File: src/rtl/tagrec_pkg.sv
`timescale 1ns/1ps
package tagrec_pkg;
  typedef enum logic [2:0] {
    ST_IDLE     = 3'd0,
    ST_LOOKUP   = 3'd1,
    ST_L2_FETCH = 3'd2,
    ST_REPAIR   = 3'd3,
    ST_REPLAY   = 3'd4
  } tr_state_e;
endpackage

File: src/rtl/tagrec_tag_array.sv
`timescale 1ns/1ps
module tagrec_tag_array #(
  parameter int IDX_W = 4,
  parameter int TAG_W = 12
) (
  input  logic              clk_i,
  input  logic              rst_ni,
  input  logic              wr_en_i,
  input  logic [IDX_W-1:0]  wr_idx_i,
  input  logic [TAG_W-1:0]  wr_tag_i,
  input  logic              wr_vld_i,
  input  logic [TAG_W+1:0]  wr_flip_i,
  input  logic [IDX_W-1:0]  rd_idx_i,
  output logic [TAG_W-1:0]  rd_tag_o,
  output logic              rd_vld_o,
  output logic              rd_par_err_o
);
  localparam int DEPTH  = 1 << IDX_W;
  localparam int WORD_W = TAG_W + 2;

  logic [WORD_W-1:0] mem [DEPTH];
  logic [WORD_W-1:0] wr_word;
  logic [WORD_W-1:0] rd_word;

  // even parity: parity bit makes total ones count even
  assign wr_word = {^{wr_vld_i, wr_tag_i}, wr_vld_i, wr_tag_i} ^ wr_flip_i;

  for (genvar e = 0; e < DEPTH; e++) begin : g_ent
    always_ff @(posedge clk_i or negedge rst_ni) begin
      if (!rst_ni)                                        mem[e] <= '0;
      else if (wr_en_i && (wr_idx_i == IDX_W'(e)))        mem[e] <= wr_word;
    end
  end

  assign rd_word      = mem[rd_idx_i];
  assign rd_tag_o     = rd_word[TAG_W-1:0];
  assign rd_vld_o     = rd_word[TAG_W];
  assign rd_par_err_o = ^rd_word;
endmodule

File: src/rtl/tagrec_ctrl.sv
`timescale 1ns/1ps
module tagrec_ctrl
  import tagrec_pkg::*;
#(
  parameter int IDX_W = 4,
  parameter int TAG_W = 12
) (
  input  logic              clk_i,
  input  logic              rst_ni,
  input  logic              req_valid_i,
  output logic              req_ready_o,
  input  logic              req_wr_i,
  input  logic [IDX_W-1:0]  req_idx_i,
  input  logic [TAG_W-1:0]  req_tag_i,
  input  logic              req_vld_i,
  input  logic [TAG_W+1:0]  req_flip_i,
  output logic              rsp_valid_o,
  output logic              rsp_hit_o,
  output logic              rsp_fixed_o,
  output logic              l2_req_o,
  output logic [IDX_W-1:0]  l2_idx_o,
  input  logic              l2_ack_i,
  input  logic [TAG_W-1:0]  l2_tag_i,
  input  logic              l2_vld_i,
  output logic [IDX_W-1:0]  rd_idx_o,
  input  logic [TAG_W-1:0]  rd_tag_i,
  input  logic              rd_vld_i,
  input  logic              rd_par_err_i,
  output logic              wr_en_o,
  output logic [IDX_W-1:0]  wr_idx_o,
  output logic [TAG_W-1:0]  wr_tag_o,
  output logic              wr_vld_o,
  output logic [TAG_W+1:0]  wr_flip_o,
  output logic              det_o,
  output logic              fix_o,
  output tr_state_e         state_o
);
  tr_state_e        state_q;
  logic [IDX_W-1:0] idx_q;
  logic [TAG_W-1:0] tag_q;
  logic [TAG_W-1:0] fix_tag_q;
  logic             fix_vld_q;
  logic             replay_q;
  logic             rsp_valid_q, rsp_hit_q, rsp_fixed_q;
  logic             hit;

  assign state_o     = state_q;
  assign req_ready_o = (state_q == ST_IDLE);
  assign l2_req_o    = (state_q == ST_L2_FETCH);
  assign l2_idx_o    = idx_q;
  assign rd_idx_o    = idx_q;
  assign det_o       = (state_q == ST_LOOKUP) && rd_par_err_i;
  assign fix_o       = (state_q == ST_REPAIR);
  assign hit         = rd_vld_i && (rd_tag_i == tag_q);
  assign rsp_valid_o = rsp_valid_q;
  assign rsp_hit_o   = rsp_hit_q;
  assign rsp_fixed_o = rsp_fixed_q;

  // single write port: repair owns it outside IDLE, installs inside
  always_comb begin
    if (state_q == ST_REPAIR) begin
      wr_en_o   = 1'b1;
      wr_idx_o  = idx_q;
      wr_tag_o  = fix_tag_q;
      wr_vld_o  = fix_vld_q;
      wr_flip_o = '0;
    end else begin
      wr_en_o   = req_ready_o && req_valid_i && req_wr_i;
      wr_idx_o  = req_idx_i;
      wr_tag_o  = req_tag_i;
      wr_vld_o  = req_vld_i;
      wr_flip_o = req_flip_i;
    end
  end

  always_ff @(posedge clk_i or negedge rst_ni) begin
    if (!rst_ni) begin
      state_q     <= ST_IDLE;
      idx_q       <= '0;
      tag_q       <= '0;
      fix_tag_q   <= '0;
      fix_vld_q   <= 1'b0;
      replay_q    <= 1'b0;
      rsp_valid_q <= 1'b0;
      rsp_hit_q   <= 1'b0;
      rsp_fixed_q <= 1'b0;
    end else begin
      rsp_valid_q <= 1'b0;
      unique case (state_q)
        ST_IDLE: begin
          if (req_valid_i && !req_wr_i) begin
            idx_q    <= req_idx_i;
            tag_q    <= req_tag_i;
            replay_q <= 1'b0;
            state_q  <= ST_LOOKUP;
          end
        end
        ST_LOOKUP: begin
          if (rd_par_err_i) begin
            state_q <= ST_L2_FETCH;
          end else begin
            rsp_valid_q <= 1'b1;
            rsp_hit_q   <= hit;
            rsp_fixed_q <= replay_q;
            state_q     <= ST_IDLE;
          end
        end
        ST_L2_FETCH: begin
          if (l2_ack_i) begin
            fix_tag_q <= l2_tag_i;
            fix_vld_q <= l2_vld_i;
            state_q   <= ST_REPAIR;
          end
        end
        ST_REPAIR: begin
          replay_q <= 1'b1;
          state_q  <= ST_REPLAY;
        end
        ST_REPLAY: state_q <= ST_LOOKUP;
        default:   state_q <= ST_IDLE;
      endcase
    end
  end
endmodule

File: src/rtl/tagrec_err_stats.sv
`timescale 1ns/1ps
module tagrec_err_stats #(
  parameter int CNT_W = 4
) (
  input  logic             clk_i,
  input  logic             rst_ni,
  input  logic             det_i,
  input  logic             fix_i,
  output logic             sticky_o,
  output logic [CNT_W-1:0] cnt_o
);
  localparam logic [CNT_W-1:0] CNT_MAX = {CNT_W{1'b1}};

  always_ff @(posedge clk_i or negedge rst_ni) begin
    if (!rst_ni) begin
      sticky_o <= 1'b0;
      cnt_o    <= '0;
    end else begin
      if (det_i) sticky_o <= 1'b1;
      if (fix_i && (cnt_o != CNT_MAX)) cnt_o <= cnt_o + 1'b1;
    end
  end
endmodule

File: src/rtl/tagrec_top.sv
`timescale 1ns/1ps
module tagrec_top
  import tagrec_pkg::*;
#(
  parameter int IDX_W = 4,
  parameter int TAG_W = 12,
  parameter int CNT_W = 4
) (
  input  logic              clk_i,
  input  logic              rst_ni,
  input  logic              req_valid_i,
  output logic              req_ready_o,
  input  logic              req_wr_i,
  input  logic [IDX_W-1:0]  req_idx_i,
  input  logic [TAG_W-1:0]  req_tag_i,
  input  logic              req_vld_i,
  input  logic [TAG_W+1:0]  req_flip_i,
  output logic              rsp_valid_o,
  output logic              rsp_hit_o,
  output logic              rsp_fixed_o,
  output logic              l2_req_o,
  output logic [IDX_W-1:0]  l2_idx_o,
  input  logic              l2_ack_i,
  input  logic [TAG_W-1:0]  l2_tag_i,
  input  logic              l2_vld_i,
  output logic              err_sticky_o,
  output logic [CNT_W-1:0]  fix_cnt_o
);
  logic [IDX_W-1:0] rd_idx;
  logic [TAG_W-1:0] rd_tag;
  logic             rd_vld, rd_par_err;
  logic             wr_en;
  logic [IDX_W-1:0] wr_idx;
  logic [TAG_W-1:0] wr_tag;
  logic             wr_vld;
  logic [TAG_W+1:0] wr_flip;
  logic             det, fix;
  tr_state_e        state;

  tagrec_ctrl #(.IDX_W(IDX_W), .TAG_W(TAG_W)) u_ctrl (
    .clk_i, .rst_ni,
    .req_valid_i, .req_ready_o, .req_wr_i, .req_idx_i, .req_tag_i, .req_vld_i, .req_flip_i,
    .rsp_valid_o, .rsp_hit_o, .rsp_fixed_o,
    .l2_req_o, .l2_idx_o, .l2_ack_i, .l2_tag_i, .l2_vld_i,
    .rd_idx_o(rd_idx), .rd_tag_i(rd_tag), .rd_vld_i(rd_vld), .rd_par_err_i(rd_par_err),
    .wr_en_o(wr_en), .wr_idx_o(wr_idx), .wr_tag_o(wr_tag), .wr_vld_o(wr_vld), .wr_flip_o(wr_flip),
    .det_o(det), .fix_o(fix), .state_o(state)
  );

  tagrec_tag_array #(.IDX_W(IDX_W), .TAG_W(TAG_W)) u_array (
    .clk_i, .rst_ni,
    .wr_en_i(wr_en), .wr_idx_i(wr_idx), .wr_tag_i(wr_tag), .wr_vld_i(wr_vld), .wr_flip_i(wr_flip),
    .rd_idx_i(rd_idx), .rd_tag_o(rd_tag), .rd_vld_o(rd_vld), .rd_par_err_o(rd_par_err)
  );

  tagrec_err_stats #(.CNT_W(CNT_W)) u_stats (
    .clk_i, .rst_ni, .det_i(det), .fix_i(fix), .sticky_o(err_sticky_o), .cnt_o(fix_cnt_o)
  );
endmodule

File: config.mk
export PLATFORM = sky130hd
export DESIGN_NAME = tagrec_top
export DESIGN_NICKNAME = d
export VERILOG_FILES = /design/src/rtl/tagrec_pkg.sv /design/src/rtl/tagrec_tag_array.sv /design/src/rtl/tagrec_ctrl.sv /design/src/rtl/tagrec_err_stats.sv /design/src/rtl/tagrec_top.sv
export SDC_FILE = /design/constraint.sdc
export NUM_CORES = 1
export LEC_CHECK = 0
export BUFFER_PORTS_ARGS = -buffer_cell sky130_fd_sc_hd__buf_2
export CAP_MARGIN = 20
export CELL_PAD_IN_SITES_DETAIL_PLACEMENT = 1
export CELL_PAD_IN_SITES_GLOBAL_PLACEMENT = 2
export CORE_UTILIZATION = 46
export DETAILED_ROUTE_END_ITERATION = 8
export PLACE_DENSITY = 0.95
export SYNTH_ARGS = -nofsm -noshare
export SYNTH_HDL_FRONTEND = slang
export SYNTH_SLANG_ARGS = --single-unit
File: constraint.sdc
create_clock -name clk_i -period 5.25 [get_ports clk_i]
set_input_delay 0 -clock clk_i [delete_from_list [all_inputs] [get_ports clk_i]]
set_output_delay 0 -clock clk_i [all_outputs]
set_load 0.1 [all_outputs]
After elaboration in Yosys (flattened, before gate mapping)
Index checks and enable logic that the tools add are counted.
Word-level totals
  register bits: 265
  latch bits: 0
  memory bits (writable): 0
  ROM bits: 0
  input port bits: 49
  output and inout bits: 14
  logic and storage cells: 104
  memories: 0
Cells by class
  add/subtract/negate cells: 1
  multipliers: 0
  divide/modulo/power cells: 0
  magnitude comparators: 1
  eq/ne operators: 23
  shift-type cells: 0
  mux-type cells: 16
  bitwise operators: 3
  reductions and logical operators: 33
Operators by type and width (number)
  14-bit binary-select mux with 4-bit select: 1
  14-bit two-way mux: 3
  4-bit equality test, second input constant: 8
  1-bit logical AND: 22
  4-bit by 3-bit equality test with 1-bit output, second input constant: 4
  3-bit one-hot mux with 5 select lines: 1
  14-bit parity: 1
  14-bit XOR: 1
  13-bit parity: 1
  12-bit equality test: 1
  12-bit two-way mux: 1
  2-bit AND reduction: 5
  4-bit by 2-bit equality test with 1-bit output, second input constant: 2
  3-bit by 2-bit equality test with 1-bit output, second input constant: 2
  3-bit two-way mux: 2
  5-bit >= comparator, second input constant: 1
  1-bit two-way mux: 5
  4-bit inverter with 5-bit output: 1
  4-bit by 1-bit adder with 4-bit output, second input constant: 1
  4-bit by 1-bit equality test with 1-bit output, second input constant: 1
  4-bit zero test: 1
  4-bit two-way mux: 1
  4-bit inequality test, second input constant: 1
  3-bit by 1-bit equality test with 1-bit output, second input constant: 1
  9 further kinds: 9

Longest topological paths before layout
Gate-level depths: netlist (run 1).
  depth after elaboration: 7
  gate-level depth with buffers: 12
  mapped depth without buffers: 9

Cells and area by module
Synthesis (run 1) repeated with hierarchy kept, for this count alone.
Unflattened totals
  cells, all modules: 1105
  area, all modules: 12132.9 um^2
Modules (own cells, without submodules)
  tagrec_tag_array: instances 1, cells an instance 901, area each 9925.8 um^2, seq. area each 5605.4 um^2
  tagrec_ctrl: instances 1, cells an instance 182, area each 1965.6 um^2, seq. area each 900.9 um^2
  tagrec_err_stats: instances 1, cells an instance 22, area each 241.5 um^2, seq. area each 125.1 um^2

Worst setup path before layout (run 1)
Ideal clock, no wire load.
  path type: register to register
  from: register u_ctrl.state_q[1] (netlist: u_ctrl.state_o[1])
  to: register u_array.mem[199] in the netlist's numbering
  library setup time: 0.125 ns
  arrival time: 4.379 ns
  data required time: 5.125 ns
  setup slack: 0.746 ns
  cell stages (with the launch flop): 8
  period minus slack after synthesis: 4.504 ns
  cell sequence: dfrtp_1 > nor3_1 > a31oi_1 > a21oi_1 > nor2b_1 > clkbuf_1 > clkbuf_1 > mux2_2
On the way
  longest elaborated chain between the ends: 5
  elaborated cells on any way between the ends: 11
  those cells by class: eq/ne: 2; mux: 4; bitwise: 1; reduce/logical: 4
Ends and longest elaborated chain
  start: declaration: line tagrec_ctrl.sv:38  | tr_state_e state_q;
  start signal: assignment: line tagrec_ctrl.sv:78  | state_q <= ST_IDLE;
  start signal: assignment: line tagrec_ctrl.sv:95  | state_q <= ST_LOOKUP;
  start signal: assignment: line tagrec_ctrl.sv:100  | state_q <= ST_L2_FETCH;
  3-bit zero test: line tagrec_ctrl.sv:48  | assign req_ready_o = (state_q == ST_IDLE);
  named net req_ready_o: line tagrec_top.sv:12  | output logic req_ready_o,
  1-bit logical AND (2 in a row): line tagrec_ctrl.sv:68  | wr_en_o = req_ready_o && req_valid_i && req_wr_i;
  1-bit two-way mux: line tagrec_ctrl.sv:61  | if (state_q == ST_REPAIR) begin
  1-bit logical AND: line tagrec_tag_array.sv:31  | else if (wr_en_i && (wr_idx_i == IDX_W'(e))) mem[e] <= wr_word;
  end signal: indexed assignment: line tagrec_tag_array.sv:31
  end: declaration: line tagrec_tag_array.sv:21  | logic [WORD_W-1:0] mem [DEPTH];
The timed path passes the listed nets, and every way through them passes these cells.
A chain may end at the register's enable or synchronous reset.

Worst setup path in the final report (run 1)
  from: register u_ctrl.idx_q[0] (netlist: u_ctrl.l2_idx_o[0])
  to: register u_ctrl.rsp_hit_q (netlist: u_ctrl.rsp_hit_o)
On the way
  longest elaborated chain between the ends: 7
  elaborated cells on any way between the ends: 9
  those cells by class: eq/ne: 1; mux: 3; bitwise: 2; reduce/logical: 3
Ends and longest elaborated chain
  start: declaration: line tagrec_ctrl.sv:39  | logic [IDX_W-1:0] idx_q;
  start signal: assignment: line tagrec_ctrl.sv:92  | idx_q <= req_idx_i;
  4-bit inverter with 5-bit output (implied by the code) (*): line tagrec_tag_array.sv:35  | assign rd_word = mem[rd_idx_i];
  14-bit binary-select mux with 4-bit select (*): line tagrec_tag_array.sv:35
  14-bit two-way mux (implied by the code) (*) (2 in a row): line tagrec_tag_array.sv:35
  14-bit parity: line tagrec_tag_array.sv:38  | assign rd_par_err_o = ^rd_word;
  1-bit inverter (no source line)
  2-bit AND reduction (no source line)
  end signal: assignment: line tagrec_ctrl.sv:103  | rsp_hit_q <= hit;
  end: declaration: line tagrec_ctrl.sv:44  | logic rsp_valid_q, rsp_hit_q, rsp_fixed_q;
Every way passes the cells marked *; elsewhere a longest branch is shown, timed or not. The select of a mux whose other input is x is not followed.

==> impl_metrics.json, run 1 <==
{
  "synthTopCellsByArea": "dfrtp_1 (54%), mux2_2 (12%), mux4_2 (10%)",
  "synth_fp_nets": 1042,
  "switching_share_pct": 38.4,
  "pin_count": 63,
  "synth_top_area_share_pct": 54.2,
  "synthCells": 992,
  "core_area_sq_mm": 0.0261,
  "path_class": "flip-flop to flip-flop",
  "crit_required_ps": 5680,
  "stdcell_count": 1436,
  "track_usage_pct": 27.9,
  "hp-class": "input pin to async pin",
  "die_area_sq_mm": 0.0273,
  "drc": 0,
  "p_leak_uw": 0.00639,
  "p_clk_share_pct": 20.9,
  "area_growth_pct": 16.2,
  "power_frac_comb_pct": 41.6,
  "drtIter0Drc": 712,
  "fp.dieW_um": 165,
  "drive_gt1_share_pct": 29.1,
  "die_h_um": 165,
  "place_ws_ps": 1400,
  "r2r_start": "u_ctrl.l2_idx_o[0]",
  "synth_cell_types": 35,
  "firstDrtPassIters": 5,
  "wl_per_cell_um": 25.6,
  "netSwitchingPower_uw": 3740,
  "clock_sinks": 265,
  "cts_root_buf": "clkbuf_16",
  "status": "completed",
  "synth_area_per_cell_sq_um": 12.3,
  "synth_common_cells": "dfrtp_1 (265), nand2_1 (159), o21ai_0 (131)",
  "place.detailed.hpwl_mm": 22.9,
  "critical_path_arrival_ps": 4290,
  "path_max_fanout": 45,
  "cts_max_path_buffers": 3,
  "crit_chain": "buf_4, mux4_2, a22oi_1, nand2_1, xnor2_1, xnor2_1, xnor2_1, xnor2_1, nand2b_4, mux2_4",
  "regToRegEndpoint": "u_ctrl.rsp_hit_o",
  "final_nets": 1131,
  "grt-ovfl-total": 0,
  "gp_congestion": 0.824,
  "ys_ff_latch": 265,
  "timing.final.ws_setup_ps": 1380,
  "critPathMaxStageDelay_ps": 970,
  "drv_cap": 0,
  "drv_slew": 0,
  "clk_pin_slew_ps": 60,
  "yosysMostFrequentCell": "dfrtp_1",
  "cts_buffers": 28,
  "tritoncts": "done",
  "first_global_vias": 9538,
  "synth_edf_count": 0,
  "viasPerCell": 6.02,
  "regToRegSetupSlack_ps": 1380,
  "synth_ff_type": "dfrtp_1",
  "power_per_cell_area_mw_per_mm2": 685,
  "slowest_stage": "dfrtp_4",
  "antenna_found_initial": 0,
  "netlist_area_sq_mm": 0.0122,
  "n_antenna_cell": 0,
  "fin_util_pct": 54.5,
  "slew_headroom_pct": 26.1,
  "ys_async_sr_fraction_pct": 100,
  "ir_drop_uv": 551,
  "fmax_mhz": 259,
  "ys_warn_count": 0,
  "placed_cells": 1352,
  "rows": 59,
  "post-cts-setup-buffer-count": 0,
  "grt_max_degree": 100,
  "endpoint": "u_ctrl.rsp_hit_o",
  "wl_mm": 36.7,
  "critPathLaunch": "u_ctrl.l2_idx_o[0]",
  "finalCritPeriodShare_pct": 73.6,
  "cts.htree.levels": 1,
  "layout_min_cycle_time_ps": 3870,
  "grt_first_pass_wirelength_mm": 56.1,
  "yosys.area.top_type": "dfrtp_1",
  "ff2ff_path_depth": 10,
  "clock_latency_ps": 540,
  "setup_viol": 0,
  "worstSetupEndpointType": "flip-flop",
  "worst_path_most_repeated_cell": "xnor2_1",
  "hold_viol": 0,
  "yosysSeqAreaShare_pct": 54.2,
  "skew_ps": 10.6,
  "drtAntennaViolNets": 0,
  "pwr-share-seq_pct": 37.5,
  "via_count": 8648,
  "regArea_sq_mm": 0.00664,
  "start_util_pct": 47.0,
  "fillers": 2598,
  "finalSetupTns_ps": 0,
  "total_power_uw": 9740,
  "rsz0062_at_grt": "no",
  "multiInputGateArea_sq_mm": 0.00536,
  "worstMarginPinSlew_ps": 1110,
  "p_int_uw": 6000,
  "io_buffers": 62,
  "start_kind": "flip-flop"
}
-- critical path, delay by kind of cell (launching register included) --
kind,cells,cell delay [ps]
DFF,1,970
buffers and inverters,1,430
AOI/OAI and AO/OA,1,240
muxes,2,850
xor gates and xnor gates,4,830
and+or+nand+nor,2,360
-- worst min-delay path by stage --
stage	start	endpoint	slack (ps)	cells after the start
after floorplan	rst_ni	u_array.mem[0]	-300	0
after global placement	rst_ni	u_array.mem[143]	80	1
after detailed placement	rst_ni	u_array.mem[157]	80	1
after CTS	rst_ni	u_array.mem[157]	110	2
after global routing	rst_ni	u_array.mem[157]	140	2
final	rst_ni	u_array.mem[157]	50	2
-- area by class of cell --
cell class | instances | share of cell area (%)
flip-flops and latches | 265 | 46.7
clock buffers | 43 | 6.04
clock inverters | 7 | 0.616
well taps | 335 | 2.95
repair buffers | 118 | 5.97
multi-input cells | 666 | 37.7
inverters | 2 | 0.0528
-- state kept, by name, summed over array words and instances, names as in the netlist --
signal / cells
u_ctrl.replay_q: 1
u_stats.cnt_o: 4
u_ctrl.rsp_valid_o: 1
u_ctrl.tag_q: 12
u_ctrl.fix_tag_q: 12
u_stats.sticky_o: 1
u_ctrl.rsp_hit_o: 1
u_ctrl.state_o: 3
u_array.mem: 224
u_ctrl.fix_vld_q: 1
u_ctrl.rsp_fixed_o: 1
u_ctrl.l2_idx_o: 4
-- repair_timing --
action                    CTS  global route
hold buffers               32             0
resized for setup           0             0
hold endpoints to repair  126             0
-- metal layers --
| layer | share of wire, % | GRT usage, % | up-vias |
|---|---|---|---|
| li1 | - | - | 3693 |
| met1 | 40 | 34.8 | 4565 |
| met2 | 51 | 48.4 | 288 |
| met3 | 5.4 | 4.05 | 102 |
| met4 | 3.9 | 12.0 | 0 |
| met5 | 0 | 0 | - |
-- cell usage in the layout, fill, tap and decap left out, types with 2 or more instances in the layout --
cell type,Yosys,routed
dfrtp_1,265,263
nand2_1,159,159
o21ai_0,131,131
mux2_2,125,125
buf_2,10,61
mux4_2,57,57
xnor2_1,53,53
dlygate4sd3_1,0,32
clkbuf_16,0,29
buf_4,0,22
a21oi_1,23,21
a22oi_1,20,20
nor2_1,18,18
a21o_1,13,13
xor2_1,11,11
clkbuf_8,0,8
nor3_1,7,7
nor2b_1,7,7
nand3b_1,7,7
mux2i_1,6,6
nand2b_1,6,6
clkbuf_1,42,6
nand3_1,5,5
clkinv_2,0,4
nor3b_1,2,2
a211oi_1,2,2
inv_1,2,2
a31oi_1,2,2
a21oi_2,0,2
mux2_4,2,2
nand4_1,2,2
bufinv_16,0,2
buf_8,0,2
-- power by group through the flow --
stage	registers, uW	logic [uW]	clock network [uW]
finish	3650	4060	2030
global route	3750	4320	2140
CTS	3640	4040	2060
detailed placement	3650	3940	0
global placement	3590	3740	0
floorplan	3500	2950	0
-- through the flow --
stage	hold slack [ps]	instance area [sq um]
floorplan	-296	12200
global placement	83.7	12900
detailed placement	79.1	12900
CTS	106	14200
global route	138	14200
finish	51.5	14200
-- cells by family (layout without fill, tap and decap cells) --
kind of cell / Yosys count / in the layout / synth area share (%)
adder cells (fa/ha/maj): 1 / 1 / 0.102
multiplexers: 190 / 190 / 22.7
flip-flops: 265 / 265 / 54.2
AO/OA/AOI/OAI: 193 / 193 / 8.65
buffers and inverters: 61 / 170 / 2.10
AND/OR/NAND/NOR: 217 / 217 / 7.51
XOR/XNOR: 65 / 65 / 4.71
Note: power is estimated with default switching activity, not from simulation.
==> run 2: changes to the inputs <==
CORE_UTILIZATION = 39   (was 46)
PLACE_DENSITY = 0.87   (was 0.95)
clock period = 3.21 ns   (was 5.25 ns; I/O delays follow)
==> impl_metrics.json, run 2 (synthesis results as in run 1) <==
{
  "status": "complete, but fails checks",
  "failed_checks": "design-rule violations",
  "fp.dieW_um": 179,
  "timing.final.ws_setup_ps": 104,
  "rows": 64,
  "cts.htree.levels": 1,
  "grt_max_degree": 102,
  "final_nets": 1165,
  "pin_count": 63,
  "drtIter0Drc": 542,
  "critPathLaunch": "u_ctrl.l2_idx_o[0]",
  "grt-ovfl-total": 0,
  "n_antenna_cell": 0,
  "grt_first_pass_wirelength_mm": 56.0,
  "critical_path_arrival_ps": 3540,
  "wl_per_cell_um": 23.5,
  "path_class": "flip-flop to flip-flop",
  "largest-register": "u_array.mem",
  "cts_root_buf": "clkbuf_16",
  "gp_congestion": 0.809,
  "whs_ps": 82.0,
  "io_buffers": 62,
  "place_ws_ps": -52.2,
  "track_usage_pct": 23.4,
  "ir_drop_uv": 615,
  "layout_common_cells": "dfrtp_1 (262), nand2_1 (158), o21ai_0 (131), mux2_2 (125), buf_2 (61)",
  "drc": 14,
  "core_area_sq_mm": 0.0307,
  "p_leak_uw": 0.00665,
  "first_global_vias": 9378,
  "fmax_mhz": 322,
  "viasPerCell": 5.60,
  "firstDrtPassIters": 9,
  "hp-class": "input pin to async pin",
  "ff2ff_path_depth": 11,
  "regToRegSetupSlack_ps": 100,
  "start_util_pct": 39.8,
  "cts_max_path_buffers": 3,
  "r2r_start": "u_ctrl.l2_idx_o[0]",
  "tritoncts": "done",
  "die_h_um": 179,
  "slew_headroom_pct": 38.1,
  "wl_mm": 36.1,
  "total_power_uw": 16900,
  "power_per_cell_area_mw_per_mm2": 1150,
  "cts_buffers": 28,
  "worstMarginPinSlew_ps": 926,
  "crit_required_ps": 3640,
  "area_growth_pct": 20.8,
  "start_kind": "flip-flop",
  "layout_min_cycle_time_ps": 3110,
  "layout_commonest_cell": "dfrtp_1",
  "placed_cells": 1445,
  "place.detailed.hpwl_mm": 23.1,
  "stdcell_count": 1533,
  "drtAntennaViolNets": 0,
  "endpoint": "u_ctrl.rsp_hit_o",
  "hold_viol": 0,
  "finalSetupTns_ps": 0,
  "worstSetupEndpointType": "flip-flop",
  "setup_viol": 0,
  "drv_slew": 0,
  "clock_latency_ps": 540,
  "regToRegEndpoint": "u_ctrl.rsp_hit_o",
  "skew_ps": 10.5,
  "die_area_sq_mm": 0.0321,
  "path_max_fanout": 8,
  "finalCritPeriodShare_pct": 96.8,
  "top_regs": "u_array.mem: 224 flops, u_ctrl.fix_tag_q: 12 flops, u_ctrl.tag_q: 12 flops",
  "largest_register_ffs": 224,
  "drv_cap": 0,
  "clk_pin_slew_ps": 60,
  "antenna_found_initial": 0,
  "via_count": 8579,
  "clock_sinks": 265,
  "drive_gt1_share_pct": 32.1
}
-- run 2: layer usage --
layer | global-route usage (%) | vias up | part of all wire (%)
li1 | - | 3771 | -
met1 | 29.7 | 4523 | 42
met2 | 41.4 | 213 | 51
met3 | 3.14 | 72 | 4.5
met4 | 7.21 | 0 | 2.8
met5 | 0 | - | 0
-- run 2: critical path: stages, from the launching register on --
cell and delay (ps):
dfrtp_4 460, buf_12 160, buf_4 150, mux4_2 500, a22oi_1 230, nand2_2 170
xnor2_2 190, xnor2_1 260, xnor2_1 120, xnor2_1 240, nand2b_4 200, mux2_4 290
-- run 2: area by class of cell --
type                       instances  area [sq um]
clock buffer                      41           851
clock inverter                    11           183
fill                            3175         16000
inverter                           2          7.51
multi-input combinational        666          5390
sequential                       265          6640
tap                              396           495
timing repair buffer             152          1210
-- run 2: where the power goes --
part	switching, uW	leakage [uW]	internal [uW]	total [uW]
sequential	995	0.00343	4720	5710
clock	1340	0.000510	2230	3570
combinational	3880	0.00271	3770	7660
total	6220	0.00665	10700	16900
-- run 2: how the worst min path moves through the flow --
stage,end,cells past startpoint,from
CTS,u_stats.cnt_o[3],2,rst_ni
finish,u_stats.cnt_o[3],2,rst_ni
global placement,u_stats.cnt_o[2],1,rst_ni
detailed placement,u_stats.cnt_o[2],1,rst_ni
floorplan,u_array.mem[0],0,rst_ni
global route,u_stats.cnt_o[3],2,rst_ni
-- run 2: through the flow --
step | util, % | cell area [sq um]
3_3_place_gp | 43.4 | 13400
3_5_place_dp | 43.4 | 13400
6_report | 48.1 | 14800
5_1_grt | 48.1 | 14800
4_1_cts | 48.0 | 14800
2_1_floorplan | - | 12300
-- run 2: timing repair --
item / 4_1_cts / 5_1_grt
gates resized for setup: 1 / 3
endpoints found under the setup margin: 2 / 2
hold endpoints to repair: 128 / 0
buffers inserted: 4 / 0
pin swaps: 0 / 1
hold buffers: 32 / 0
